[config.mk]
export PLATFORM = sky130hd
export DESIGN_NAME = ocp_hiccup
export DESIGN_NICKNAME = d
export VERILOG_FILES = /design/src/rtl/ocp_pkg.sv /design/src/rtl/ocp_datapath.sv /design/src/rtl/ocp_control.sv /design/src/rtl/ocp_hiccup.sv
export SDC_FILE = /design/constraint.sdc
export NUM_CORES = 1
export LEC_CHECK = 0
export BUFFER_PORTS_ARGS = -buffer_cell sky130_fd_sc_hd__buf_2
export CAP_MARGIN = 15
export CORE_AREA = 2 2 39 41
export DETAILED_ROUTE_END_ITERATION = 10
export DIE_AREA = 0 0 41 43
export GPL_TIMING_DRIVEN = 1
export PLACE_DENSITY = 0.62
export RECOVER_POWER = 50
export SETUP_SLACK_MARGIN = 0.4
export SYNTH_ARGS = -nofsm -noshare
export SYNTH_HDL_FRONTEND = slang
export SYNTH_SLANG_ARGS = --single-unit
[constraint.sdc]
create_clock -name clk -period 1.78 [get_ports clk]
set_input_delay 0 -clock clk [delete_from_list [all_inputs] [get_ports clk]]
set_output_delay 0 -clock clk [all_outputs]
set_load 0.1 [all_outputs]
[src/rtl/ocp_pkg.sv]
`timescale 1ns/1ps
package ocp_pkg;

  typedef enum logic [1:0] {
    ST_RUN  = 2'd0,
    ST_GAP  = 2'd1,
    ST_WAIT = 2'd2
  } hicState_t;

  typedef struct packed {
    logic cntEn;
    logic cntClear;
    logic dumLoad;
    logic dumDec;
  } ctrlStrobes_t;

endpackage

[src/rtl/ocp_datapath.sv]
`timescale 1ns/1ps
module ocp_datapath
  import ocp_pkg::*;
#(
  parameter int FAULT_LEVEL   = 3,
  parameter int DUMMY_NORMAL  = 4,
  parameter int DUMMY_STARTUP = 5
) (
  input  logic         clk,
  input  logic         rst,
  input  logic         cycleStrobe,
  input  logic         ocHigh,
  input  logic         ocLow,
  input  logic         startupPhase,
  input  ctrlStrobes_t ctrl,
  output logic         tripNow,
  output logic         dumZero
);

  localparam int DUM_MAX = (DUMMY_STARTUP > DUMMY_NORMAL) ? DUMMY_STARTUP : DUMMY_NORMAL;
  localparam int CW = $clog2(FAULT_LEVEL + 1);
  localparam int DW = $clog2(DUM_MAX + 1);
  localparam logic [CW-1:0] CNT_TOP  = CW'(FAULT_LEVEL);
  localparam logic [CW-1:0] CNT_PRE  = CW'(FAULT_LEVEL - 1);
  localparam logic [DW-1:0] LOAD_NRM = DW'(DUMMY_NORMAL);
  localparam logic [DW-1:0] LOAD_STU = DW'(DUMMY_STARTUP);

  logic          ocAny;
  logic [CW-1:0] cnt;
  logic [DW-1:0] dumLeft;

  assign ocAny = ocHigh | ocLow;

  // up/down fault count, floor at zero, ceiling at the fault level
  always_ff @(posedge clk) begin
    if (rst) begin
      cnt <= '0;
    end else if (ctrl.cntClear) begin
      cnt <= '0;
    end else if (ctrl.cntEn && cycleStrobe) begin
      if (ocAny) begin
        if (cnt != CNT_TOP) cnt <= cnt + 1'b1;
      end else begin
        if (cnt != '0) cnt <= cnt - 1'b1;
      end
    end
  end

  assign tripNow = ctrl.cntEn & cycleStrobe & ocAny & (cnt == CNT_PRE);

  // remaining dummy timeouts; the phase flag is captured by the load
  always_ff @(posedge clk) begin
    if (rst) begin
      dumLeft <= '0;
    end else if (ctrl.dumLoad) begin
      dumLeft <= startupPhase ? LOAD_STU : LOAD_NRM;
    end else if (ctrl.dumDec && dumLeft != '0) begin
      dumLeft <= dumLeft - 1'b1;
    end
  end

  assign dumZero = (dumLeft == '0);

  a_r4_cnt_bound: assert property (@(posedge clk) disable iff (rst)
    cnt <= CNT_TOP);

  a_r2_count_up: assert property (@(posedge clk) disable iff (rst)
    (ctrl.cntEn && !ctrl.cntClear && cycleStrobe && ocAny && cnt < CNT_TOP)
      |=> (cnt == $past(cnt) + 1'b1));

  a_r3_floor_zero: assert property (@(posedge clk) disable iff (rst)
    (ctrl.cntEn && !ctrl.cntClear && cycleStrobe && !ocAny && cnt == '0) |=> (cnt == '0));

  a_r10_no_strobe_hold: assert property (@(posedge clk) disable iff (rst)
    (!cycleStrobe && !ctrl.cntClear) |=> $stable(cnt));

  a_r6_startup_load: assert property (@(posedge clk) disable iff (rst)
    (ctrl.dumLoad && startupPhase) |=> (dumLeft == LOAD_STU));

  a_r8_clear_zero: assert property (@(posedge clk) disable iff (rst)
    ctrl.cntClear |=> (cnt == '0));

endmodule

[src/rtl/ocp_control.sv]
`timescale 1ns/1ps
module ocp_control
  import ocp_pkg::*;
(
  input  logic         clk,
  input  logic         rst,
  input  logic         ssDone,
  input  logic         tripNow,
  input  logic         dumZero,
  output ctrlStrobes_t ctrl,
  output logic         faultFlag,
  output logic         ssEnable,
  output logic         swDisable
);

  hicState_t state, stateNxt;

  always_comb begin
    stateNxt = state;
    unique case (state)
      ST_RUN:  if (tripNow) stateNxt = ST_GAP;
      ST_GAP:  stateNxt = dumZero ? ST_RUN : ST_WAIT;
      ST_WAIT: if (ssDone) stateNxt = ST_GAP;
      default: stateNxt = ST_RUN;
    endcase
  end

  always_ff @(posedge clk) begin
    if (rst) state <= ST_RUN;
    else     state <= stateNxt;
  end

  always_comb begin
    ctrl.cntEn    = (state == ST_RUN);
    ctrl.dumLoad  = (state == ST_RUN) && tripNow;
    ctrl.dumDec   = (state == ST_WAIT) && ssDone;
    ctrl.cntClear = (state == ST_GAP) && dumZero;
  end

  assign faultFlag = (state != ST_RUN);
  assign swDisable = (state != ST_RUN);
  assign ssEnable  = (state != ST_GAP);

  a_r7_gap_single: assert property (@(posedge clk) disable iff (rst)
    (state == ST_GAP) |=> (state != ST_GAP));

  a_r4_trip_fault: assert property (@(posedge clk) disable iff (rst)
    tripNow |=> (faultFlag && swDisable && !ssEnable));

  a_r9_wait_hold: assert property (@(posedge clk) disable iff (rst)
    (state == ST_WAIT && !ssDone) |=> (state == ST_WAIT));

  a_r8_real_start: assert property (@(posedge clk) disable iff (rst)
    (state == ST_GAP && dumZero) |=> (!faultFlag && !swDisable));

  a_r9_run_ignores_done: assert property (@(posedge clk) disable iff (rst)
    (state == ST_RUN && !tripNow) |=> (state == ST_RUN));

endmodule

[src/rtl/ocp_hiccup.sv]
`timescale 1ns/1ps
module ocp_hiccup
  import ocp_pkg::*;
#(
  parameter int FAULT_LEVEL   = 3,
  parameter int DUMMY_NORMAL  = 4,
  parameter int DUMMY_STARTUP = 5
) (
  input  logic clk,
  input  logic rst,
  input  logic cycleStrobe,
  input  logic ocHigh,
  input  logic ocLow,
  input  logic ssDone,
  input  logic startupPhase,
  output logic faultFlag,
  output logic ssEnable,
  output logic swDisable
);

  ctrlStrobes_t ctrl;
  logic         tripNow;
  logic         dumZero;

  ocp_datapath #(
    .FAULT_LEVEL  (FAULT_LEVEL),
    .DUMMY_NORMAL (DUMMY_NORMAL),
    .DUMMY_STARTUP(DUMMY_STARTUP)
  ) uDatapath (
    .clk         (clk),
    .rst         (rst),
    .cycleStrobe (cycleStrobe),
    .ocHigh      (ocHigh),
    .ocLow       (ocLow),
    .startupPhase(startupPhase),
    .ctrl        (ctrl),
    .tripNow     (tripNow),
    .dumZero     (dumZero)
  );

  ocp_control uControl (
    .clk      (clk),
    .rst      (rst),
    .ssDone   (ssDone),
    .tripNow  (tripNow),
    .dumZero  (dumZero),
    .ctrl     (ctrl),
    .faultFlag(faultFlag),
    .ssEnable (ssEnable),
    .swDisable(swDisable)
  );

  a_r1_reset_idle: assert property (@(posedge clk)
    rst |=> (!faultFlag && ssEnable && !swDisable));

endmodule

# Word level (Yosys, flattened, before mapping)
# Index checks and enable logic that the tools add are counted.
[word_totals]
regBits = 7
in_bits = 7
out_inout_bits = 3
[classes]
add_sub_neg = 3
n_eq_ne = 8
mux = 10
bitwise_logic = 4
reduce_logical = 15
[op_table]
columns = ["op", "n"]
rows = [
  ["2-bit 2-to-1 mux", 6],
  ["2-bit nonzero test", 4],
  ["3-bit 2-to-1 mux", 2],
  ["2-bit != test (second input constant)", 3],
  ["2-bit case mux with 3 select lines", 1],
  ["1-bit logical AND", 5],
  ["2-bit equality test (second input constant)", 2],
  ["2-bit by 1-bit != test with 1-bit output (second input constant)", 2],
  ["1-bit AND", 3],
  ["3-bit logical NOT", 1],
  ["3-bit AND reduction", 1],
  ["3-bit nonzero test", 1],
  ["3-bit by 1-bit subtractor with 3-bit output (second input constant)", 1],
  ["2-bit by 1-bit adder with 2-bit output (second input constant)", 1],
  ["2-bit by 1-bit equality test with 1-bit output (second input constant)", 1],
  ["2-bit logical NOT", 1],
  ["2-bit AND reduction", 1],
  ["2-bit OR reduction", 1],
  ["2-bit by 1-bit subtractor with 2-bit output (second input constant)", 1],
  ["1-bit 2-to-1 mux", 1],
  ["1-bit bitwise OR", 1],
]

# Depth between registers and ports, before layout
# Gate-level depths: netlist of the first run.
[logic_depth]
word_depth = 6
mapped_depth = 5

# Modules after synthesis
# Synthesis of the first run repeated with hierarchy kept, for this count alone.
[unflattened]
cells_unflattened = 46
hier_area_um2 = 411.6
[modules_own_cells]
columns = ["module", "instances", "cells_each", "area_each_um2"]
rows = [
  ["ocp_datapath", 1, 31, 297.8],
  ["ocp_control", 1, 15, 113.9],
]

# Least setup slack after synthesis of the first run
# Ideal clock, no wire load.
[synth_path]
kind = "flip-flop to flip-flop"
startpoint = "register uControl.state[0]"
endpoint = "register uControl.state[1]"
arrival_ps = 1606
path_slack_ps = 109
path_stages_with_launch = 5
n_path_buf = 1
path_cell_list = "dfxtp_1 > clkbuf_1 > nand2b_1 > o22ai_1 > nor2b_1"
[synth_between]
elab_chain_len = 6
elab_cells_between_ends = 10
[synth_rtl]
columns = ["item", "line_no", "source"]
rows = [
  ["from (decl)", "ocp_control.sv:16", "hicState_t state, stateNxt;"],
  ["from (signal assigned)", "ocp_control.sv:30", "else state <= stateNxt;"],
  ["2-bit logical NOT", "ocp_control.sv:20, ocp_control.sv:34", ""],
  ["1-bit AND (3 in series)", "ocp_datapath.sv:49", "assign tripNow = ctrl.cntEn & cycleStrobe & ocAny & (cnt == CNT_PRE);"],
  ["2-bit by 1-bit != test with 1-bit output (no source line)", "-", ""],
  ["2-bit AND reduction (no source line)", "-", ""],
]
# Parallel ways exist; a longest one is shown, timed or not.
# A chain may end at the register's enable or synchronous reset.

# Worst setup path after layout of the first run
[layout_path]
startpoint = "register uDatapath.dumLeft[0]"
endpoint = "register uDatapath.dumLeft[0]"
[layout_between]
elab_chain_len = 3
elab_cells_between_ends = 6
[layout_rtl]
columns = ["item", "line_no", "source"]
rows = [
  ["from (decl)", "ocp_datapath.sv:30", "logic [DW-1:0] dumLeft;"],
  ["from (signal assigned)", "ocp_datapath.sv:56", "dumLeft <= startupPhase ? LOAD_STU : LOAD_NRM;"],
  ["from (signal assigned)", "ocp_datapath.sv:58", "dumLeft <= dumLeft - 1'b1;"],
  ["3-bit by 1-bit subtractor with 3-bit output or 3-bit nonzero test (tied branches)", "ocp_datapath.sv:58, ocp_datapath.sv:57", ""],
  ["3-bit 2-to-1 mux or 1-bit logical AND (tied branches)", "ocp_datapath.sv:57", "end else if (ctrl.dumDec && dumLeft != '0) begin"],
  ["3-bit 2-to-1 mux or 2-bit nonzero test (tied branches)", "-", ""],
]
# Parallel ways exist; a longest one is shown, timed or not. The select of a mux whose other input is x is not followed.

==> results.py, run 1 <==
metrics = {
    "setup_path": {
        "worstPathCellList": "inv_2 -> ha_4 -> nor2b_1 -> or4_4 -> a311oi_2",
        "cpMaxStageDelayCell": "or4_4",
        "startpoint_type": "register",
        "cp_max_fo": 5,
        "arrival_ns": 1.74,
        "end_kind": "register",
        "critical_path_buf_inv_count": 1,
        "path_delay_family": "simple AND/OR/NAND/NOR gates",
        "required_ns": 1.96,
        "slowest_delay_ns": 0.43,
        "setup.worst_path.class": "register to register",
    },
    "global_route": {
        "grt.overflow.total": 0,
        "grt_start_max_net_pins": 12,
        "track_usage_pct": 12.06,
        "antenna_found_initial": 0,
        "grt_pass1_wl_mm": 1.366,
        "grt_pass1_vias": 335,
    },
    "flow_run": {
        "maxCapViolations": 0,
    },
    "sta": {
        "hold_violations": 0,
        "fin_tns_setup_ns": 0,
        "post-route-period-util_pct": 87.33,
        "fin_skew_ns": 0.008302,
        "slew_headroom_pct": 64.47,
        "worstMarginPinSlew_ns": 0.5353,
        "grt_setup_unrepaired": "true",
        "setup_viol": 0,
        "period_needed_ns": 1.554,
        "timing.fmax_ghz": 0.6433,
        "finalWorstSetupSlack_ns": 0.2256,
        "maxSlewViolCount": 0,
    },
    "logic_synthesis": {
        "synth_seq_cells": 7,
        "synthDistinctLibCells": 29,
        "synth_edf_count": 0,
        "synth_ff_type": "dfxtp_1",
        "yosysTopAreaCell": "dfxtp_1",
        "synth_area_leaders": "dfxtp_1 (34%), ha_1 (6.0%), a311oi_1 (4.2%)",
        "synth.most_common_cell": "dfxtp_1",
        "synth_nets": 55,
        "ys_seq_area_share_pct": 33.84,
        "async_flop_share_pct": 0,
        "synth_top_area_share_pct": 33.84,
        "synth_cells": 46,
        "yosysWarnings": 0,
        "synth_top_cells_by_count": "dfxtp_1 (7), inv_1 (3)",
        "synth_area_per_cell_um2": 9.003,
        "syn-cell-area_um2": 414.1,
    },
    "cts": {
        "clock_latency_ns": 0.27,
        "cts_root_buffer": "clkbuf_4",
        "ctsLongestPathBuffers": 2,
        "cts_tree": "done",
        "cts_inserted_buffers": 3,
        "cts_max_level": 1,
        "clk_pin_slew_worst_paths_ns": 0.06,
        "cts.sinks": 7,
    },
    "placed_design": {
        "numPortBuffers": 9,
        "post-place-ws_ns": 0.3187,
        "gp_congestion": 0.7275,
        "dp.cells": 70,
        "dp_hpwl_um": 629.8,
    },
    "route": {
        "first_pass_iters": 4,
        "post_drt_wl_per_cell_um": 12.24,
        "via_per_inst": 5.303,
        "ant_nets": 0,
        "drt_iter0_drc": 6,
        "wirelength_um": 930,
        "vias": 403,
        "drc": 0,
    },
    "power_and_ir_drop": {
        "combPwrFrac_pct": 16.3,
        "p_sw_share_pct": 29.58,
        "p_sw_uw": 114.5,
        "p_int_uw": 272.6,
        "powerDensity_mw_per_mm2": 682.9,
        "peakVddDrop_mv": 0.3869,
        "p_total_uw": 387.0,
        "seqPwrFrac_pct": 44.0,
        "leakage_uw": 0.0002090,
        "clkPwrFrac_pct": 39.7,
    },
    "floorplan": {
        "start_util_pct": 29.93,
        "die-area_mm2": 0.001763,
        "core_area_mm2": 0.001384,
        "die_x_um": 41,
        "die-height_um": 43,
        "core.rowCount": 14,
        "ios": 10,
    },
    "finish": {
        "diodes": 0,
        "fillers": 147,
        "drive_gt1_share_pct": 45.00,
        "area_delta_synth_final_pct": 36.86,
        "utilization_pct": 40.96,
        "nNetsFinal": 70,
        "layoutNonFillerInstCount": 76,
    },
    "run_status": {
        "status": "finished clean",
    },
    "hold_path": {
        "hold_class": "input port to register",
    },
}
==> kinds of logic after synthesis <==
group | count (synthesis) | synth area share [%]
muxes | 1 | 2.417
AOI/OAI and AO/OA | 15 | 25.68
and+or+nand+nor | 16 | 26.59
buffers and inverters | 5 | 5.438
DFF | 7 | 33.84
adders and majority gates | 2 | 6.041
==> area by class of cell <==
cell class                      count  area [um^2]  area share [%]
Inverter                            3        11.26           1.987
Clock inverter                      1        5.005          0.8830
Clock buffer                        3        22.52           3.974
Multi-Input combinational cell     34        297.8           52.54
Sequential cell                     7        143.9           25.39
Timing Repair Buffer               12        66.31           11.70
Tap cell                           16        20.02           3.532
==> worst min-delay path, cell delays in order <==
cell and delay, ns:
buf_2 0.10, o31ai_1 0.06, a21oi_1 0.12
==> path summary, 6_finish.rpt <==
| path | from | end | slack [ns] | cells past startpoint |
|---|---|---|---|---|
| setup reg to reg | uDatapath.dumLeft[0]$_SDFFE_PP0P_ | uDatapath.dumLeft[0]$_SDFFE_PP0P_ | 0.23 | 5 |
| hold reg to reg | uDatapath.cnt[1]$_SDFFE_PP0P_ | uDatapath.cnt[1]$_SDFFE_PP0P_ | 0.50 | 2 |
| setup / recovery | uDatapath.dumLeft[0]$_SDFFE_PP0P_ | uDatapath.dumLeft[0]$_SDFFE_PP0P_ | 0.23 | 5 |
| hold / removal | ocHigh | uDatapath.cnt[1]$_SDFFE_PP0P_ | 0.06 | 3 |
==> metal layers <==
layer  part of all wire [%]  vias up  GRT usage, %  wire length (um)
met5                      0        -             0                 0
met1                     46      189         14.84               425
met4                    1.2        0         6.000                11
li1                       -      204             -                 -
met2                     47        8         15.63               439
met3                    5.7        2         7.853                53
==> power by group through the flow <==
stage | sequential (uW) | combinational [uW] | clock [uW]
finish | 170 | 63.2 | 154
global route | 171 | 69.6 | 169
CTS | 172 | 58.7 | 159
detailed placement | 175 | 57.0 | 0
global placement | 175 | 56.6 | 0
floorplan | 173 | 41.7 | 0
==> what timing repair did <==
| item | CTS | global route |
|---|---|---|
| cloned | 0 | 0 |
| hold buffers | 1 | 0 |
| pin swaps | 1 | 2 |
| endpoints found under the setup margin | 3 | 6 |
| hold endpoints to repair | 5 | 0 |
| gates resized for setup | 0 | 12 |
| buffers inserted | 0 | 1 |
==> registers in the layout, summed over array words and instances (netlist names) <==
signal and count:
uDatapath.dumLeft 3, uControl.state 2, uDatapath.cnt 2
==> stage by stage <==
step	hold WS (ns)	area, um^2
after floorplan	0.06420	427.9
after global placement	0.2511	489.2
after detailed placement	0.2438	489.2
after CTS	0.05994	526.8
after global routing	0.08672	566.8
final	0.05805	566.8
==> cell usage in the layout, fill, tap and decap left out, types with 2 or more instances in the layout <==
cell type  instances
a21oi_1            2
buf_2              8
clkbuf_4           3
dfxtp_1            6
inv_2              2
nor2b_1            2
nor3_1             2
o21ai_0            2
o31ai_1            2
(Power assumes the default switching activity.)
==> run 2, diff against run 1 <==
--- a/config.mk
+++ b/config.mk
@@ -11,7 +11,6 @@
 export DETAILED_ROUTE_END_ITERATION = 10
 export DIE_AREA = 0 0 41 43
 export GPL_TIMING_DRIVEN = 1
-export PLACE_DENSITY = 0.62
 export RECOVER_POWER = 50
 export SETUP_SLACK_MARGIN = 0.4
 export SYNTH_ARGS = -nofsm -noshare
==> results.py, run 2 (synthesized netlist as in run 1, its figures left out) <==
metrics = {
    "finish": {
        "fillers": 151,
        "regMostFlops": "uDatapath.dumLeft",
        "nNetsFinal": 70,
        "multi_input_area_um2": 267.8,
        "register_area_um2": 142.6,
        "largest_register_ffs": 3,
        "diodes": 0,
        "drive_gt1_share_pct": 38.33,
        "area_delta_synth_final_pct": 29.91,
        "final_common_cell": "buf_2",
        "reg_top3": "uDatapath.dumLeft (3), uControl.state (2), uDatapath.cnt (2)",
        "final_cell_mix": "buf_2 (6), dfxtp_1 (5), inv_1 (3), clkbuf_4 (3), clkbuf_2 (3)",
    },
    "setup_path": {
        "cp_max_fo": 6,
        "startpoint_type": "register",
        "end_kind": "register",
        "arrival_ns": 1.68,
        "setup.worst_path.class": "register to register",
        "required_ns": 1.94,
    },
    "route": {
        "post_drt_wl_per_cell_um": 11.62,
        "vias": 396,
        "drc": 0,
        "wirelength_um": 883,
        "first_pass_iters": 3,
        "ant_nets": 0,
        "via_per_inst": 5.211,
        "drt_iter0_drc": 5,
    },
    "sta": {
        "worstMarginPinSlew_ns": 0.5383,
        "hold_slack_ns": 0.07740,
        "post-route-period-util_pct": 85.27,
        "fin_tns_setup_ns": 0,
        "hold_violations": 0,
        "maxSlewViolCount": 0,
        "slew_headroom_pct": 64.26,
        "period_needed_ns": 1.518,
        "grt_setup_unrepaired": "true",
        "finalWorstSetupSlack_ns": 0.2622,
        "timing.fmax_ghz": 0.6589,
        "setup_viol": 0,
        "fin_skew_ns": 0.003119,
    },
    "cts": {
        "clk_pin_slew_worst_paths_ns": 0.05,
        "cts_tree": "done",
        "cts_inserted_buffers": 3,
        "cts_root_buffer": "clkbuf_4",
        "cts.sinks": 7,
        "cts_max_level": 1,
        "clock_latency_ns": 0.26,
        "ctsLongestPathBuffers": 2,
    },
    "power_and_ir_drop": {
        "leakage_uw": 0.0001975,
        "powerDensity_mw_per_mm2": 708.3,
        "clkPwrFrac_pct": 39.2,
        "seqPwrFrac_pct": 45.0,
        "p_sw_uw": 105.8,
        "peakVddDrop_mv": 0.4252,
        "combPwrFrac_pct": 15.9,
        "p_sw_share_pct": 27.75,
        "p_int_uw": 275.3,
    },
    "placed_design": {
        "dp_hpwl_um": 634.3,
        "numPortBuffers": 9,
        "gp_congestion": 0.7505,
        "post-place-ws_ns": 0.3292,
    },
    "floorplan": {
        "core_area_mm2": 0.001384,
        "ios": 10,
        "die-height_um": 43,
        "core.rowCount": 14,
        "die-area_mm2": 0.001763,
        "start_util_pct": 29.93,
        "die_x_um": 41,
    },
    "run_status": {
        "status": "finished clean",
    },
    "global_route": {
        "grt_start_max_net_pins": 12,
        "track_usage_pct": 12.56,
        "grt_pass1_wl_mm": 1.428,
        "grt.overflow.total": 0,
        "antenna_found_initial": 0,
        "grt_pass1_vias": 346,
    },
    "flow_run": {
        "maxCapViolations": 0,
    },
    "hold_path": {
        "hold_class": "input port to register",
    },
}
## run 2: cell count changes in the layout (fill, tap and decap cells not counted), sizes merged
| cell | previous run | this run |
|---|---|---|
| buf | 9 | 8 |
| clkbuf | 5 | 7 |
| clkinv | 1 | 0 |
## run 2: what timing repair did
item,in CTS,in global routing
hold endpoints to repair,4,0
endpoints found under the setup margin,3,8
hold buffers,1,0
resized for setup,4,3
buffers inserted,1,0
pin swaps,1,1
## run 2: cell type report
type,instances,area share [%]
multi-input cells,34,49.77
flip-flops and latches,7,26.51
repair buffers,12,13.02
clock buffers,4,4.884
well taps,16,3.721
inverters,3,2.093
## run 2: power groups by stage
stage / Clock, uW / Sequential, uW / Combinational (uW)
final: 149 / 171 / 60.5
after global routing: 167 / 172 / 66.3
after CTS: 156 / 171 / 61.8
after detailed placement: 0 / 175 / 58.0
after global placement: 0 / 175 / 56.6
after floorplan: 0 / 173 / 41.7
## run 2: critical path, stage by stage (launching register included)
cell and delay (ns):
dfxtp_2 0.32, inv_1 0.05, ha_1 0.20, nor2b_1 0.19, or4_1 0.42, a311oi_1 0.26
## run 2: stage by stage
stage	std cells	power, uW	cell area (um^2)	util, %
after global placement	70	231.3	489.2	35.35
final	76	381.1	538.0	38.88
after global routing	76	404.6	538.0	38.88
after floorplan	46	214.7	427.9	-
after CTS	76	388.9	543.0	39.24
after detailed placement	70	232.6	489.2	35.35
## run 2: routing by layer
metal  wire (um)  track usage, %  vias to the layer above
met5           0               0                        -
met4           0           6.000                        0
met3          46           7.853                        0
met2         415           15.31                        8
met1         420           16.77                      186
li1            -               -                      202
## run 2: worst paths after layout
check | startpoint | end | slack [ns] | cells after the start
min reg2reg | uDatapath.cnt[1]$_SDFFE_PP0P_ | uDatapath.cnt[1]$_SDFFE_PP0P_ | 0.51 | 2
min | ocHigh | uDatapath.cnt[1]$_SDFFE_PP0P_ | 0.08 | 3
max | uDatapath.dumLeft[0]$_SDFFE_PP0P_ | uDatapath.dumLeft[0]$_SDFFE_PP0P_ | 0.26 | 5
max reg2reg | uDatapath.dumLeft[0]$_SDFFE_PP0P_ | uDatapath.dumLeft[0]$_SDFFE_PP0P_ | 0.26 | 5
==> run 3, diff against run 2 <==
--- a/config.mk
+++ b/config.mk
@@ -5,12 +5,16 @@
 export SDC_FILE = /design/constraint.sdc
 export NUM_CORES = 1
 export LEC_CHECK = 0
+export ABC_AREA = 0
 export BUFFER_PORTS_ARGS = -buffer_cell sky130_fd_sc_hd__buf_2
 export CAP_MARGIN = 15
-export CORE_AREA = 2 2 39 41
+export CELL_PAD_IN_SITES_DETAIL_PLACEMENT = 0
+export CELL_PAD_IN_SITES_GLOBAL_PLACEMENT = 2
+export CORE_MARGIN = 1
+export CORE_UTILIZATION = 28
 export DETAILED_ROUTE_END_ITERATION = 10
-export DIE_AREA = 0 0 41 43
 export GPL_TIMING_DRIVEN = 1
+export PLACE_DENSITY_LB_ADDON = 0.1
 export RECOVER_POWER = 50
 export SETUP_SLACK_MARGIN = 0.4
 export SYNTH_ARGS = -nofsm -noshare
==> results.py, run 3 (synthesized netlist as in run 1, its figures left out) <==
metrics = {
    "sta": {
        "fin_tns_setup_ns": 0,
        "slew_headroom_pct": 64.14,
        "period_needed_ns": 1.480,
        "timing.fmax_ghz": 0.6759,
        "worstMarginPinSlew_ns": 0.5401,
        "grt_setup_unrepaired": "true",
        "fin_skew_ns": 0.005353,
        "maxSlewViolCount": 0,
        "post-route-period-util_pct": 83.12,
        "hold_violations": 0,
        "setup_viol": 0,
        "finalWorstSetupSlack_ns": 0.3005,
    },
    "cts": {
        "cts_tree": "done",
        "cts_inserted_buffers": 3,
        "clock_latency_ns": 0.25,
        "ctsLongestPathBuffers": 2,
        "cts_max_level": 1,
        "cts.sinks": 7,
        "clk_pin_slew_worst_paths_ns": 0.05,
        "cts_root_buffer": "clkbuf_4",
    },
    "route": {
        "drt_iter0_drc": 2,
        "first_pass_iters": 4,
        "drc": 0,
        "post_drt_wl_per_cell_um": 12.67,
        "ant_nets": 0,
        "vias": 391,
        "wirelength_um": 963,
        "via_per_inst": 5.145,
    },
    "finish": {
        "final_cell_mix": "buf_2 (6), dfxtp_1 (6), clkbuf_4 (3), clkbuf_2 (3), buf_4 (3)",
        "largest_register_ffs": 3,
        "fillers": 140,
        "nNetsFinal": 71,
        "fin_area_um2": 569.3,
        "regMostFlops": "uDatapath.dumLeft",
        "drive_gt1_share_pct": 45.90,
        "utilization_pct": 42.68,
        "area_delta_synth_final_pct": 37.46,
        "diodes": 0,
        "reg_top3": "uDatapath.dumLeft (3), uControl.state (2), uDatapath.cnt (2)",
    },
    "global_route": {
        "track_usage_pct": 14.51,
        "grt_pass1_wl_mm": 1.476,
        "antenna_found_initial": 0,
        "grt_pass1_vias": 345,
        "grt.overflow.total": 0,
        "grt_start_max_net_pins": 12,
    },
    "setup_path": {
        "cp.depth": 5,
        "cp_max_fo": 5,
        "end_kind": "register",
        "startpoint_type": "register",
        "arrival_ns": 1.65,
        "critical_path_buf_inv_count": 1,
        "slowest_delay_ns": 0.41,
        "setup.worst_path.class": "register to register",
        "path_delay_family": "simple AND/OR/NAND/NOR gates",
        "rr_worst_depth": 5,
        "cpMaxStageDelayCell": "or4_1",
        "required_ns": 1.95,
        "worstPathCellList": "inv_2 -> ha_4 -> nor2b_4 -> or4_1 -> a311oi_2",
    },
    "run_status": {
        "status": "finished clean",
    },
    "placed_design": {
        "dp_hpwl_um": 737.2,
        "post-place-ws_ns": 0.3196,
        "numPortBuffers": 9,
        "gp_congestion": 0.6416,
        "post_dp_cell_area_um2": 488.0,
    },
    "floorplan": {
        "ios": 10,
        "core.rowCount": 13,
        "die_x_um": 40.46,
        "start_util_pct": 31.05,
        "core_area_mm2": 0.001334,
        "die-area_mm2": 0.001637,
        "die-height_um": 40.46,
    },
    "power_and_ir_drop": {
        "peakVddDrop_mv": 0.3721,
        "leakage_uw": 0.0002142,
        "powerDensity_mw_per_mm2": 678.9,
    },
    "flow_run": {
        "maxCapViolations": 0,
    },
    "hold_path": {
        "hold_class": "input port to register",
        "hold_path_depth": 3,
    },
}
## run 3: cell types whose count changed in the layout (fill, tap and decap cells not counted), sizes merged
cell / delta
buf: +1
## run 3: stage by stage
stage / cells / hold slack [ns] / total power [uW]
finish: 76 / 0.1089 / 386.5
global route: 76 / 0.1086 / 407.7
CTS: 76 / 0.09068 / 393.9
detailed placement: 69 / 0.2465 / 233.3
global placement: 69 / 0.2488 / 230.5
floorplan: 46 / 0.06420 / 214.7
## run 3: cell type report
type                    count  area (um^2)  share of cell area (%)
repair buffers             13        77.57                   13.63
inverters                   3        11.26                   1.978
well taps                  15        18.77                   3.297
flip-flops and latches      7        141.4                   24.84
multi-input cells          34        294.0                   51.65
clock buffers               4        26.28                   4.615
## run 3: worst reg2reg max path: cells and delay by family (launching register included)
kind                     cells  cell delay [ns]
AO/OA/AOI/OAI                1             0.27
flip-flops                   1             0.36
AND/OR/NAND/NOR              2             0.54
buffers and inverters        1             0.07
adder cells (fa/ha/maj)      1             0.16
## run 3: timing repair
action | CTS | global route
pin swaps | 3 | 2
setup buffers | 2 | 0
endpoints found under the setup margin | 5 | 6
resized for setup | 6 | 3
endpoints found under the hold margin | 3 | 0
hold buffers | 1 | 0
## run 3: report_power, final
| part | internal (uW) | switching, uW | total, uW |
|---|---|---|---|
| Combinational | 31.4 | 37.1 | 68.5 |
| Sequential | 164 | 7.95 | 172 |
| Clock | 85.7 | 60.6 | 146 |
| Total | 281 | 106 | 386 |
## run 3: worst paths after layout
| kind | startpoint | to | slack, ns |
|---|---|---|---|
| worst min register to register | uDatapath.cnt[1]$_SDFFE_PP0P_ | uDatapath.cnt[1]$_SDFFE_PP0P_ | 0.50 |
| worst max register to register | uDatapath.dumLeft[0]$_SDFFE_PP0P_ | uDatapath.dumLeft[0]$_SDFFE_PP0P_ | 0.30 |
| worst max-delay path | uDatapath.dumLeft[0]$_SDFFE_PP0P_ | uDatapath.dumLeft[0]$_SDFFE_PP0P_ | 0.30 |
| worst min-delay path | ocHigh | uDatapath.cnt[1]$_SDFFE_PP0P_ | 0.11 |
## run 3: layer usage
layer  track usage [%]  up-vias  part of all wire (%)
met3             10.00        0                   5.0
met1             16.34      177                    48
li1                  -      206                     -
met5                 0        -                     0
met2             22.62        8                    47
met4             2.500        0                     0
